===== src/rtl/cs_ctrl_pkg.sv =====
package cs_ctrl_pkg;
    typedef enum logic [1:0] {
        ST_IDLE,
        ST_SETUP,
        ST_PRE,
        ST_POST
    } cs_state_e;

    localparam int FIXED_LEAD_CYC = 2;
endpackage


===== src/rtl/cs_tick_timer.sv =====
module cs_tick_timer #(
    parameter int CNT_W = 11
) (
    input  logic             clk,
    input  logic             rst_n,
    input  logic             load_i,
    input  logic [CNT_W-1:0] load_val_i,
    output logic             expired_o
);
    logic [CNT_W-1:0] cnt_q;

    always_ff @(posedge clk or negedge rst_n) begin
        if (!rst_n) begin
            cnt_q <= '0;
        end else if (load_i) begin
            cnt_q <= load_val_i;
        end else if (cnt_q != '0) begin
            cnt_q <= cnt_q - 1'b1;
        end
    end

    assign expired_o = (cnt_q == '0);


    timer_hold_chk: assert property (@(posedge clk) disable iff (!rst_n)
        (load_i && load_val_i != '0) |=> !expired_o);
endmodule


===== src/rtl/cs_seq_fsm.sv =====
module cs_seq_fsm
    import cs_ctrl_pkg::*;
#(
    parameter int CS_W  = 8,
    parameter int DLY_W = 2,
    parameter int DIV_W = 8,
    parameter int CNT_W = DLY_W + DIV_W + 1
) (
    input  logic             clk,
    input  logic             rst_n,
    input  logic             start_i,
    input  logic [DLY_W-1:0] delay_i,
    input  logic [CS_W-1:0]  pattern_i,
    input  logic [DIV_W-1:0] prescale_i,
    input  logic             tmr_expired_i,
    output logic             tmr_load_o,
    output logic [CNT_W-1:0] tmr_val_o,
    output logic             upd_o,
    output logic [CS_W-1:0]  upd_val_o,
    output logic             done_o
);
    cs_state_e        state_q, state_d;
    logic [DLY_W-1:0] t_q;
    logic [DIV_W-1:0] div_q;
    logic [CS_W-1:0]  pat_q;
    logic             done_q, done_d;
    logic [DIV_W:0]   div_plus_w;
    logic [CNT_W-1:0] prod_w, span_w, span_m1_w;

    assign div_plus_w = {1'b0, div_q} + 1'b1;
    assign prod_w     = CNT_W'(t_q) * CNT_W'(div_plus_w);
    assign span_w     = prod_w << 1;
    assign span_m1_w  = span_w - 1'b1;

    // state register and captured fields
    always_ff @(posedge clk or negedge rst_n) begin
        if (!rst_n) begin
            state_q <= ST_IDLE;
            t_q     <= '0;
            div_q   <= '0;
            pat_q   <= '1;
            done_q  <= 1'b0;
        end else begin
            state_q <= state_d;
            done_q  <= done_d;
            if (state_q == ST_IDLE && start_i) begin
                t_q   <= delay_i;
                div_q <= prescale_i;
                pat_q <= pattern_i;
            end
        end
    end

    // next state
    always_comb begin
        state_d = state_q;
        unique case (state_q)
            ST_IDLE:  if (start_i) state_d = ST_SETUP;
            ST_SETUP: if (tmr_expired_i) state_d = (span_w == '0) ? ST_IDLE : ST_PRE;
            ST_PRE:   if (tmr_expired_i) state_d = ST_POST;
            ST_POST:  if (tmr_expired_i) state_d = ST_IDLE;
            default:  state_d = ST_IDLE;
        endcase
    end

    // outputs
    always_comb begin
        tmr_load_o = 1'b0;
        tmr_val_o  = '0;
        upd_o      = 1'b0;
        done_d     = 1'b0;
        unique case (state_q)
            ST_IDLE: begin
                if (start_i) begin
                    tmr_load_o = 1'b1;
                    tmr_val_o  = CNT_W'(FIXED_LEAD_CYC - 1);
                end
            end
            ST_SETUP: begin
                if (tmr_expired_i) begin
                    if (span_w == '0) begin
                        upd_o  = 1'b1;
                        done_d = 1'b1;
                    end else begin
                        tmr_load_o = 1'b1;
                        tmr_val_o  = span_m1_w;
                    end
                end
            end
            ST_PRE: begin
                if (tmr_expired_i) begin
                    upd_o      = 1'b1;
                    tmr_load_o = 1'b1;
                    tmr_val_o  = span_m1_w;
                end
            end
            ST_POST: begin
                if (tmr_expired_i) done_d = 1'b1;
            end
            default: ;
        endcase
    end

    assign upd_val_o = pat_q;
    assign done_o    = done_q;


    busy_capture_chk: assert property (@(posedge clk) disable iff (!rst_n)
        (state_q != ST_IDLE) |=> $stable(pat_q));

    busy_prescale_chk: assert property (@(posedge clk) disable iff (!rst_n)
        (state_q != ST_IDLE) |=> ($stable(div_q) && $stable(t_q)));

    done_single_chk: assert property (@(posedge clk) disable iff (!rst_n)
        done_o |=> !done_o);

    done_wait_chk: assert property (@(posedge clk) disable iff (!rst_n)
        (state_q == ST_POST && !tmr_expired_i) |=> !done_o);
endmodule


===== src/rtl/cs_pin_stage.sv =====
module cs_pin_stage #(
    parameter int CS_W = 8
) (
    input  logic            clk,
    input  logic            rst_n,
    input  logic            upd_i,
    input  logic [CS_W-1:0] upd_val_i,
    input  logic            mask_load_i,
    input  logic [CS_W-1:0] mask_i,
    output logic [CS_W-1:0] pins_o
);
    logic [CS_W-1:0] log_q;
    logic [CS_W-1:0] mask_q;

    always_ff @(posedge clk or negedge rst_n) begin
        if (!rst_n) begin
            log_q  <= '1;
            mask_q <= '0;
        end else begin
            if (upd_i)       log_q  <= upd_val_i;
            if (mask_load_i) mask_q <= mask_i;
        end
    end

    for (genvar g = 0; g < CS_W; g++) begin : g_pin
        assign pins_o[g] = log_q[g] ^ mask_q[g];
    end


    mask_next_chk: assert property (@(posedge clk) disable iff (!rst_n)
        mask_load_i |=> ((pins_o ^ log_q) == $past(mask_i)));

    quiet_pins_chk: assert property (@(posedge clk) disable iff (!rst_n)
        (!upd_i && !mask_load_i) |=> $stable(pins_o));

    mask_keeps_log_chk: assert property (@(posedge clk) disable iff (!rst_n)
        (mask_load_i && !upd_i) |=> $stable(log_q));
endmodule


===== src/rtl/cs_timing_ctrl.sv =====
module cs_timing_ctrl #(
    parameter int CS_W  = 8,
    parameter int DLY_W = 2,
    parameter int DIV_W = 8
) (
    input  logic             clk,
    input  logic             rst_n,
    input  logic             start_i,
    input  logic [DLY_W-1:0] delay_i,
    input  logic [CS_W-1:0]  pattern_i,
    input  logic             mask_load_i,
    input  logic [CS_W-1:0]  mask_i,
    input  logic [DIV_W-1:0] prescale_i,
    output logic [CS_W-1:0]  cs_pin_o,
    output logic             done_o
);
    localparam int CNT_W = DLY_W + DIV_W + 1;

    logic             tmr_load;
    logic [CNT_W-1:0] tmr_val;
    logic             tmr_expired;
    logic             upd;
    logic [CS_W-1:0]  upd_val;

    cs_seq_fsm #(
        .CS_W(CS_W), .DLY_W(DLY_W), .DIV_W(DIV_W), .CNT_W(CNT_W)
    ) u_fsm (
        .clk(clk), .rst_n(rst_n),
        .start_i(start_i), .delay_i(delay_i), .pattern_i(pattern_i),
        .prescale_i(prescale_i), .tmr_expired_i(tmr_expired),
        .tmr_load_o(tmr_load), .tmr_val_o(tmr_val),
        .upd_o(upd), .upd_val_o(upd_val), .done_o(done_o)
    );

    cs_tick_timer #(.CNT_W(CNT_W)) u_timer (
        .clk(clk), .rst_n(rst_n),
        .load_i(tmr_load), .load_val_i(tmr_val), .expired_o(tmr_expired)
    );

    cs_pin_stage #(.CS_W(CS_W)) u_pins (
        .clk(clk), .rst_n(rst_n),
        .upd_i(upd), .upd_val_i(upd_val),
        .mask_load_i(mask_load_i), .mask_i(mask_i),
        .pins_o(cs_pin_o)
    );


    reset_idle_chk: assert property (@(posedge clk) disable iff (!rst_n)
        $rose(rst_n) |-> (cs_pin_o == '1 && !done_o));
endmodule


===== config.mk =====
export PLATFORM = sky130hd
export DESIGN_NAME = cs_timing_ctrl
export DESIGN_NICKNAME = d
export VERILOG_FILES = /design/src/rtl/cs_ctrl_pkg.sv /design/src/rtl/cs_tick_timer.sv /design/src/rtl/cs_seq_fsm.sv /design/src/rtl/cs_pin_stage.sv /design/src/rtl/cs_timing_ctrl.sv
export SDC_FILE = /design/constraint.sdc
export NUM_CORES = 1
export LEC_CHECK = 0
export ABC_AREA = 1
export ABC_CLOCK_PERIOD_IN_PS = 2700
export BUFFER_PORTS_ARGS = -buffer_cell sky130_fd_sc_hd__buf_4
export CAP_MARGIN = 30
export CORE_MARGIN = 2
export CORE_UTILIZATION = 45
export DETAILED_ROUTE_END_ITERATION = 10
export PLACE_DENSITY = 0.73
export SETUP_SLACK_MARGIN = 0.4
export SLEW_MARGIN = 5
export SYNTH_ARGS = -nofsm -noshare
export SYNTH_HDL_FRONTEND = slang
export SYNTH_SLANG_ARGS = --single-unit

===== constraint.sdc =====
create_clock -name clk -period 2.7 [get_ports clk]
set_input_delay 0.135 -clock clk [delete_from_list [all_inputs] [get_ports clk]]
set_output_delay 0.135 -clock clk [all_outputs]
set_load 0.03 [all_outputs]

# ---- Yosys cells after proc, flatten, opt, wreduce, memory -nomap -nowiden
# Index checks and enable logic that the tools add are counted.
dict set report op_classes {
  n_reduce_logical 7
  addsub 3
  n_bitwise 8
  mul 1
  n_mux 22
  n_eq_ne 7
}
# op n
set ops {}
lappend ops {{$mux W11} 5}
lappend ops {{$pmux W11 S3} 1}
lappend ops {{$logic_not A11 Y1} 2}
lappend ops {{$sub A11 B1 Y11 const B} 2}
lappend ops {{$reduce_bool A11 Y1} 1}
lappend ops {{$mul A2 B9 Y10} 1}
lappend ops {{$mux W2} 5}
lappend ops {{$add A8 B1 Y9 const B} 1}
lappend ops {{$ne A2 B2 Y1 const B} 4}
lappend ops {{$pmux W2 S4} 1}
lappend ops {{$xor A1 B1 Y1} 8}
lappend ops {{$mux W1} 7}
lappend ops {{$eq A2 B2 Y1 const B} 2}
lappend ops {{$pmux W1 S2} 2}
lappend ops {{$reduce_and A4 Y1} 1}
lappend ops {{$pmux W1 S3} 1}
lappend ops {{$eq A2 B1 Y1 const B} 1}
lappend ops {{$logic_not A2 Y1} 1}
lappend ops {{$reduce_bool A2 Y1} 1}
lappend ops {{$logic_and A1 B1 Y1} 1}
dict set report totals {
  inputBits 30
  reg_bits 48
}

# ---- Depth between registers and ports, before layout
# Gate-level depths: netlist (run 1).
dict set report depth {
  word_depth 7
  depth_mapped 22
}

# ---- Cells and area by module
# Synthesis (run 1) repeated with hierarchy kept, for this count alone.
dict set report hier_totals {
  cells_unflattened 458
  hier_area_um2 3372.0
}
# module n_inst seq_area_each_um2 cells_each area_per_inst_um2
set by_module_without_submodules {}
lappend by_module_without_submodules {cs_seq_fsm 1 535.5 241 1846.8}
lappend by_module_without_submodules {cs_pin_stage 1 410.4 108 770.7}
lappend by_module_without_submodules {cs_tick_timer 1 275.3 109 754.5}

# ---- Least setup slack after synthesis (run 1)
# Ideal clock, no wire load.
dict set report synth_timing {
  kind {flip-flop to flip-flop}
  start {reg u_fsm.div_q[0]}
  end {reg u_timer.cnt_q[1]}
  path_buffers 1
  path_stages_with_launch 19
  setup_time_ns 0.117
  period_less_slack_ns 2.806
  slack_ns -0.106
  arrival_time_ns 2.689
  required_ns 2.583
  path_cell_list {dfrtp_1 -> ha_1 -> nand2_1 -> inv_1 -> ha_1 -> fa_1 -> inv_1 -> nand2_1 -> nor2_4 -> nand3_2 -> nor2_4 -> nand3_4 -> o21bai_4 -> nand2_4 -> nand2_8 -> nand3_2 -> buf_6 -> nand2_1 -> nand2_1}
}
dict set report synth_via {
  elab_chain_cells 7
}
# element line
set synth_rtl {}
lappend synth_rtl {{start: declaration} cs_seq_fsm.sv:24} ;# logic [DIV_W-1:0] div_q;
lappend synth_rtl {{start signal: assignment} cs_seq_fsm.sv:48} ;# div_q <= prescale_i;
lappend synth_rtl {{$add A8 B1 Y9 *} cs_seq_fsm.sv:30} ;# assign div_plus_w = {1'b0, div_q} + 1'b1;
lappend synth_rtl {{$mul A2 B9 Y10 *} cs_seq_fsm.sv:31} ;# assign prod_w = CNT_W'(t_q) * CNT_W'(div_plus_w);
lappend synth_rtl {{$sub A11 B1 Y11 / $logic_not A11 Y1 (equally long branches)} {cs_seq_fsm.sv:33, cs_seq_fsm.sv:81}}
lappend synth_rtl {{$mux W11 / $mux W1 (equally long branches)} cs_seq_fsm.sv:81} ;# if (span_w == '0) begin
lappend synth_rtl {{$mux W11 / $mux W1 (equally long branches)} cs_seq_fsm.sv:80} ;# if (tmr_expired_i) begin
lappend synth_rtl {{$pmux W11 S3 / $pmux W1 S3 (equally long branches)} cs_seq_fsm.sv:72} ;# unique case (state_q)
lappend synth_rtl {{$mux W11 / $reduce_bool A2 Y1 (equally long branches)} -}
lappend synth_rtl {{end signal: assignment} cs_tick_timer.sv:16} ;# cnt_q <= load_val_i;
lappend synth_rtl {{end signal: assignment} cs_tick_timer.sv:18} ;# cnt_q <= cnt_q - 1'b1;
lappend synth_rtl {{end: declaration} cs_tick_timer.sv:10} ;# logic [CNT_W-1:0] cnt_q;
# Mark *: on every way between the ends. The rest lies on a longest branch, timed or not.
# A chain may end at the register's enable or synchronous reset.

# ---- Worst setup path in the final report (run 1)
dict set report layout_timing {
  start {reg u_fsm.div_q[1]}
  end {reg u_timer.cnt_q[4]}
}
# The elaborated chain is that of the path after synthesis.

==> flow_metrics.py, run 1 <==
metrics = {
    "status": {
        "outcome": "finished with violations",
        "violations": "negative setup slack",
    },
    "final_layout": {
        "drive_above_1_share_pct": 39.8,
        "layout_commonest_cell": "nand2_1",
        "diodes": 0,
        "fin_nets": 504,
        "stdcell_count": 556,
        "layout_common_cells": "nand2_1, buf_4, inv_1",
        "area_delta_synth_final_pct": 28.9,
        "final_core_util_pct": 59.2,
    },
    "routing": {
        "wl_per_cell_um": 11.5,
        "first_pass_iters": 4,
        "vias": 2620,
        "avgViaCountPerCell": 4.71,
        "routed_wl_um": 6410,
        "antenna_left": 0,
        "drt_iter0_drc": 44,
        "drc": 0,
    },
    "timing": {
        "hold_viol": 0,
        "max_slew.worst_pin.slew_ps": 603,
        "grt_setup_unrepaired": "true",
        "setup_slack_ps": -142,
        "holdWs_ps": 50.8,
        "period_minus_slack_ps": 2840,
        "period_share_pct": 105,
        "max_freq_ghz": 0.352,
        "setup_viol": 19,
        "relSlewSlack_pct": 59.8,
        "fin_worst_skew_ps": 12.4,
        "slew_violations": 0,
    },
    "power_and_ir_drop": {
        "p_per_area_nw_per_um2": 350,
        "p_sw_mw": 0.318,
        "swShare_pct": 21.5,
        "clock_power_share_pct": 42.4,
        "p_int_mw": 1.16,
        "p_leak_nw": 2.18,
        "pwr-share-seq_pct": 50.0,
        "ir_worst_vdd_mv": 0.249,
        "share_comb_of_total_power_pct": 7.6,
    },
    "floorplan": {
        "initial_utilization_pct": 45.9,
        "num_rows": 31,
        "top_level_ports": 39,
        "core_area_sq_um": 7140,
        "dieArea_sq_um": 7980,
        "die_y_um": 89.4,
        "die_w_um": 89.4,
    },
    "worst_setup_path": {
        "arrival_ps": 3040,
        "cp.required_ps": 2900,
        "worstRegToRegCells": 20,
        "crit_start": "u_fsm.div_q[1]",
        "r2r_end": "u_timer.cnt_q[4]",
        "cp-end-kind": "flip-flop",
        "reg2reg_from": "u_fsm.div_q[1]",
        "crit_fanout": 9,
        "path_class": "flip-flop to flip-flop",
        "r2r_slack_ps": -140,
        "cp-start-kind": "flip-flop",
    },
    "clock_network": {
        "ctsRootBufferMaster": "clkbuf_8",
        "clockBufferDepth": 2,
        "clk_latency_ps": 310,
        "cts-htree-levels": 2,
        "clkTransAtPathRegs_ps": 100,
        "cts_tree": "done",
        "cts_sinks": 48,
        "numCtsBuffers": 5,
    },
    "synth": {
        "synthArstFlopShare_pct": 100,
        "postSynthAreaPerCell_sq_um": 8.58,
        "syn_area_sq_um": 3280,
        "netlist_instances": 382,
        "synthFlopType": "dfrtp_1",
        "ys_types": 41,
        "yosysSeqAreaShare_pct": 37.3,
        "yosys_warnings": 0,
        "ys_ff_latch": 48,
        "syn-num-nets": 430,
        "synth_edf_count": 0,
    },
    "placed_design": {
        "dpl.cell_count": 540,
        "io_buffers": 38,
        "gp_congestion": 0.888,
        "post-dp-hpwl_um": 4970,
    },
    "grt": {
        "grt_max_degree": 49,
        "antenna_found_initial": 0,
        "grt_overflow": 0,
        "grt_pass1_vias": 2538,
        "grt_usage_pct": 17.0,
        "grt_first_pass_wirelength_um": 10800,
    },
    "worst_hold_path": {
        "min_path_cells": 2,
        "min_from": "pattern_i[5]",
        "min_to": "u_fsm.upd_val_o[5]",
        "hold_path_class": "input pin to flip-flop",
    },
    "flow_run": {
        "drv_cap": 0,
    },
}
critical path, cell delays in order, from the launching register on:
cell      delay [ps]
dfrtp_1          430
ha_4             180
nand2_4           50
nor2_4           150
nand3_2           90
xor2_2           150
nor2_1            60
ha_1             340
buf_4            150
buf_4            120
inv_1             50
nand3_1           80
nand2_2          130
nand3_4           90
o21bai_4         150
nand2_4           90
buf_4            170
nand3_1           80
nand2_1           70
nand2_1           60
inv_1             40
logic make-up after synthesis:
kind of cell               Yosys count  synth area share (%)
xor gates and xnor gates            29                  7.75
buffers and inverters               55                  7.06
AOI/OAI and AO/OA                   14                  2.98
and+or+nand+nor                    195                  30.0
adders and majority gates           18                  7.10
muxes                               23                  7.90
DFF                                 48                  37.3
stage by stage:
step / setup WS, ps / power, mW / cell area, sq um / setup TNS [ps]
3_5_place_dp: -164 / 0.867 / 3910 / -2640
3_3_place_gp: -95.4 / 0.865 / 3910 / -1380
6_report: -142 / 1.48 / 4230 / -2450
4_1_cts: -118 / 1.50 / 4100 / -1840
2_1_floorplan: -40.3 / 0.799 / 3330 / -351
5_1_grt: -356 / 1.54 / 4230 / -6340
layer usage:
metal	routed length (um)	track usage [%]	share of wire, %
met1	2740	19.7	43
met3	203	4.16	3.2
met4	93	5.56	1.5
met2	3370	30.6	53
met5	0	0	0
Yosys cell counts, types with 4 or more instances:
library cell | count | area (sq um)
nand2_1 | 92 | 345
inv_1 | 45 | 169
dfrtp_1 | 32 | 801
nor2_1 | 30 | 113
nand3_1 | 29 | 145
mux2_2 | 23 | 259
xor2_1 | 22 | 193
ha_1 | 17 | 213
dfstp_2 | 16 | 420
nand2_2 | 9 | 56.3
nand3_2 | 8 | 80.1
a21oi_1 | 7 | 35.0
xnor2_1 | 7 | 61.3
nand4_1 | 6 | 37.5
nor3_1 | 4 | 20.0
layout make-up:
type                       instances  area (sq um)
sequential                        48          1220
tap                               99           124
timing repair buffer              73           588
clock buffer                       5          68.8
clock inverter                     3          68.8
fill                             649          2910
multi-input combinational        279          1970
inverter                          49           184
power by group through the flow:
stage	logic (mW)	registers, mW	clock network, mW
final	0.113	0.739	0.627
after floorplan	0.0477	0.751	0
after global placement	0.113	0.752	0
after CTS	0.116	0.739	0.647
after global routing	0.124	0.741	0.672
after detailed placement	0.115	0.753	0
worst max-delay path by stage:
stage               slack [ps]  depth (start not counted)                to
CTS                       -120                         22  u_timer.cnt_q[1]
global placement          -100                         16  u_timer.cnt_q[0]
floorplan                  -40                         18  u_timer.cnt_q[1]
finish                    -140                         20  u_timer.cnt_q[4]
global route              -360                         21  u_timer.cnt_q[3]
detailed placement        -160                         20  u_timer.cnt_q[0]
registers in the layout, summed over array words and instances (netlist names), named ones only:
| name | flops |
|---|---|
| u_fsm.div_q | 8 |
| u_fsm.done_o | 1 |
| u_fsm.state_q | 1 |
| u_fsm.t_q | 2 |
| u_fsm.upd_val_o | 8 |
| u_pins.log_q | 8 |
| u_pins.mask_q | 8 |
| u_timer.cnt_q | 11 |
repair_timing:
action / 4_1_cts / 5_1_grt
cloned: 0 / 1
pin swaps: 7 / 13
resized for setup: 5 / 20
hold buffers: 1 / 0
buffers inserted: 3 / 3
setup endpoints to repair: 21 / 21
endpoints found under the hold margin: 32 / 0
No activity file was read; power rests on OpenSTA's default activity.
==> run 2, diff against run 1 <==
SYNTH_HIERARCHICAL = 1   (was default)
==> run 2 against run 1 <==
The run still ends with negative setup slack left. Clock-buffer cell count increased by 1. Area after synthesis increased by 2.9%. Flip-flop and latch count unchanged. Clock skew decreased by 2.7 ps. Global-route usage increased by 1.9 points. Sequential share of layout area decreased by 2.7 points. Critical path depth increased by 3. Sequential power increased by 72%. Fmax decreased by 7.9%. Die area increased by 2.7%. Worst hold slack got worse by 29 ps. Critical endpoint is now u_timer/cnt_q[6]. Largest power group is now combinational cells.
==> flow_metrics.py, run 2 <==
metrics = {
    "timing": {
        "period_share_pct": 114,
        "slew_violations": 0,
        "hold_viol": 0,
        "fin_worst_skew_ps": 9.78,
        "max_freq_ghz": 0.324,
        "period_minus_slack_ps": 3090,
        "holdWs_ps": 21.6,
        "max_slew.worst_pin.slew_ps": 800,
        "setup_slack_ps": -386,
        "relSlewSlack_pct": 46.5,
        "grt_setup_unrepaired": "true",
        "setup_viol": 20,
    },
    "final_layout": {
        "stdcell_count": 660,
        "multi_input_area_sq_um": 2080,
        "fin_nets": 607,
        "drive_above_1_share_pct": 41.5,
        "diodes": 0,
        "largest_reg_flops": 11,
        "max_flop_register": "u_timer/cnt_q",
        "area_delta_synth_final_pct": 37.7,
        "regArea_sq_um": 1220,
        "nFillCells": 648,
        "layout_common_cells": "nand2_1, buf_4, inv_1",
        "layout_commonest_cell": "nand2_1",
    },
    "synth": {
        "syn_area_sq_um": 3370,
        "ys_top_cells_by_count": "nand2_1, inv_1, nor2_1",
        "synth_edf_count": 0,
        "netlist_instances": 458,
        "synthTopCellsByArea": "dfrtp_1, nand2_1, dfstp_2, inv_1, ha_1",
        "syn-num-nets": 505,
        "yosysMostFrequentCell": "nand2_1",
        "yosysTopAreaCellShare_pct": 23.7,
        "yosys_warnings": 6,
        "synthFlopType": "dfrtp_1",
        "yosysSeqAreaShare_pct": 36.2,
        "ys_types": 39,
        "ys_ff_latch": 48,
        "synth.largest_area_cell": "dfrtp_1",
        "synthArstFlopShare_pct": 100,
        "postSynthAreaPerCell_sq_um": 7.36,
    },
    "clock_network": {
        "cts-htree-levels": 2,
        "numCtsBuffers": 5,
        "clk_latency_ps": 310,
        "cts_sinks": 48,
        "clkTransAtPathRegs_ps": 90,
        "ctsRootBufferMaster": "clkbuf_8",
        "cts_tree": "done",
        "clockBufferDepth": 2,
    },
    "routing": {
        "first_pass_iters": 4,
        "drt_iter0_drc": 70,
        "antenna_left": 0,
        "routed_wl_um": 7710,
        "avgViaCountPerCell": 4.69,
        "wl_per_cell_um": 11.7,
        "drc": 0,
        "vias": 3096,
    },
    "floorplan": {
        "core_area_sq_um": 7250,
        "initial_utilization_pct": 46.5,
        "die_y_um": 90.6,
        "num_rows": 31,
        "top_level_ports": 39,
        "die_w_um": 90.6,
        "dieArea_sq_um": 8200,
    },
    "worst_setup_path": {
        "crit_fanout": 6,
        "crit_path_cell_trace": "ha_4, nand2_2, nor2_2, buf_4, xnor2_2, nor2_1, ha_1, nand2_2, nor2_2, nand2_1, nand3_1, nand2_1, nand2_2, nand3_4, o21bai_4, nand2_2, nand2_4, nand2_8, buf_12, inv_8, or2_4, nand2_1, nor2_1",
        "arrival_ps": 3330,
        "path_delay_family": "simple AND/OR/NAND/NOR gates",
        "cp-start-kind": "flip-flop",
        "cp-end-kind": "flip-flop",
        "cp_slowest_cell": "dfrtp_1",
        "path_class": "flip-flop to flip-flop",
        "cp_common_cell": "nand2_2",
        "crit_buf_inv": 3,
        "max_stage_delay_ps": 440,
        "cp.required_ps": 2940,
    },
    "grt": {
        "grt_max_degree": 49,
        "grt_usage_pct": 18.9,
        "antenna_found_initial": 0,
        "grt_first_pass_wirelength_um": 12900,
        "grt_overflow": 0,
        "grt_pass1_vias": 3161,
    },
    "placed_design": {
        "dpl.cell_count": 631,
        "post-dp-hpwl_um": 5570,
        "gp_congestion": 0.841,
        "io_buffers": 38,
    },
    "power_and_ir_drop": {
        "p_per_area_nw_per_um2": 1410,
        "p_total_mw": 6.53,
        "p_leak_nw": 2.38,
        "ir_worst_vdd_mv": 0.790,
    },
    "status": {
        "outcome": "finished with violations",
        "violations": "negative setup slack",
    },
    "flow_run": {
        "drv_cap": 0,
    },
    "worst_hold_path": {
        "hold_path_class": "input pin to flip-flop",
    },
}
==> run 2: final cells by class <==
class                           count  area share (%)
Timing Repair Buffer              102            18.2
Sequential cell                    48            26.3
Timing Repair inverter              1           0.242
Tap cell                           99            2.67
Clock buffer                        6            1.78
Inverter                           68            5.77
Multi-Input combinational cell    334            44.8
Clock inverter                      2           0.296
==> run 2: worst reg2reg max path: stages, from the launching register on <==
cell and delay (ps):
dfrtp_1 440, ha_4 200, nand2_2 60, nor2_2 40, buf_4 140, xnor2_2 130
nor2_1 60, ha_1 370, nand2_2 110, nor2_2 110, nand2_1 70, nand3_1 70
nand2_1 80, nand2_2 140, nand3_4 100, o21bai_4 160, nand2_2 80, nand2_4 120
nand2_8 110, buf_12 160, inv_8 60, or2_4 110, nand2_1 40, nor2_1 90
==> run 2: cells by family after synthesis <==
| kind of cell | Yosys count | share of synthesized area, % |
|---|---|---|
| mux | 16 | 5.31 |
| simple gates | 262 | 34.7 |
| xor+xnor | 13 | 3.38 |
| flops | 48 | 36.2 |
| compound gates | 26 | 4.45 |
| fa+ha+maj | 17 | 6.53 |
| buf+inv | 76 | 9.43 |
==> run 2: worst paths after layout <==
kind | slack (ps) | endpoint | depth (start not counted) | from
worst max-delay path | -390 | u_timer/cnt_q[6] | 23 | u_fsm/div_q[0]
worst min-delay path | 20 | u_pins/mask_q[5] | 3 | mask_i[5]
worst max register to register | -390 | u_timer/cnt_q[6] | 23 | u_fsm/div_q[0]
worst min register to register | 460 | u_pins/log_q[6] | 2 | u_fsm/upd_val_o[6]
max in group asynchronous | 1920 | u_fsm/div_q[1] | 2 | rst_n
min in group asynchronous | 380 | u_pins/mask_q[1] | 2 | rst_n
==> run 2: through the flow <==
stage	cell area, sq um	TNS, ps	setup slack, ps	util (%)
after floorplan	3410	-3010	-320	-
after global placement	4090	-5280	-314	56.4
after detailed placement	4090	-7100	-417	56.4
after CTS	4470	-4910	-294	61.6
after global routing	4640	-10090	-574	64.0
final	4640	-6410	-386	64.0
==> run 2: per-layer routing <==
layer,global-route usage (%),up-vias,wire [um]
li1,-,1613,-
met1,20.3,1426,3140
met2,37.0,39,4230
met3,2.75,18,138
met4,7.05,0,197
met5,0,-,0
==> run 2: what timing repair did <==
item	4_1_cts	5_1_grt
setup buffers	9	8
hold endpoints to repair	32	0
gates resized for setup	43	35
cloned	3	0
setup endpoints to repair	21	21
pin swaps	10	24
hold buffers	1	0
==> run 2: power breakdown <==
part | switching, mW | total, mW | internal, mW
registers | 0.224 | 1.27 | 1.05
logic | 2.54 | 4.80 | 2.25
clock network | 0.248 | 0.458 | 0.210
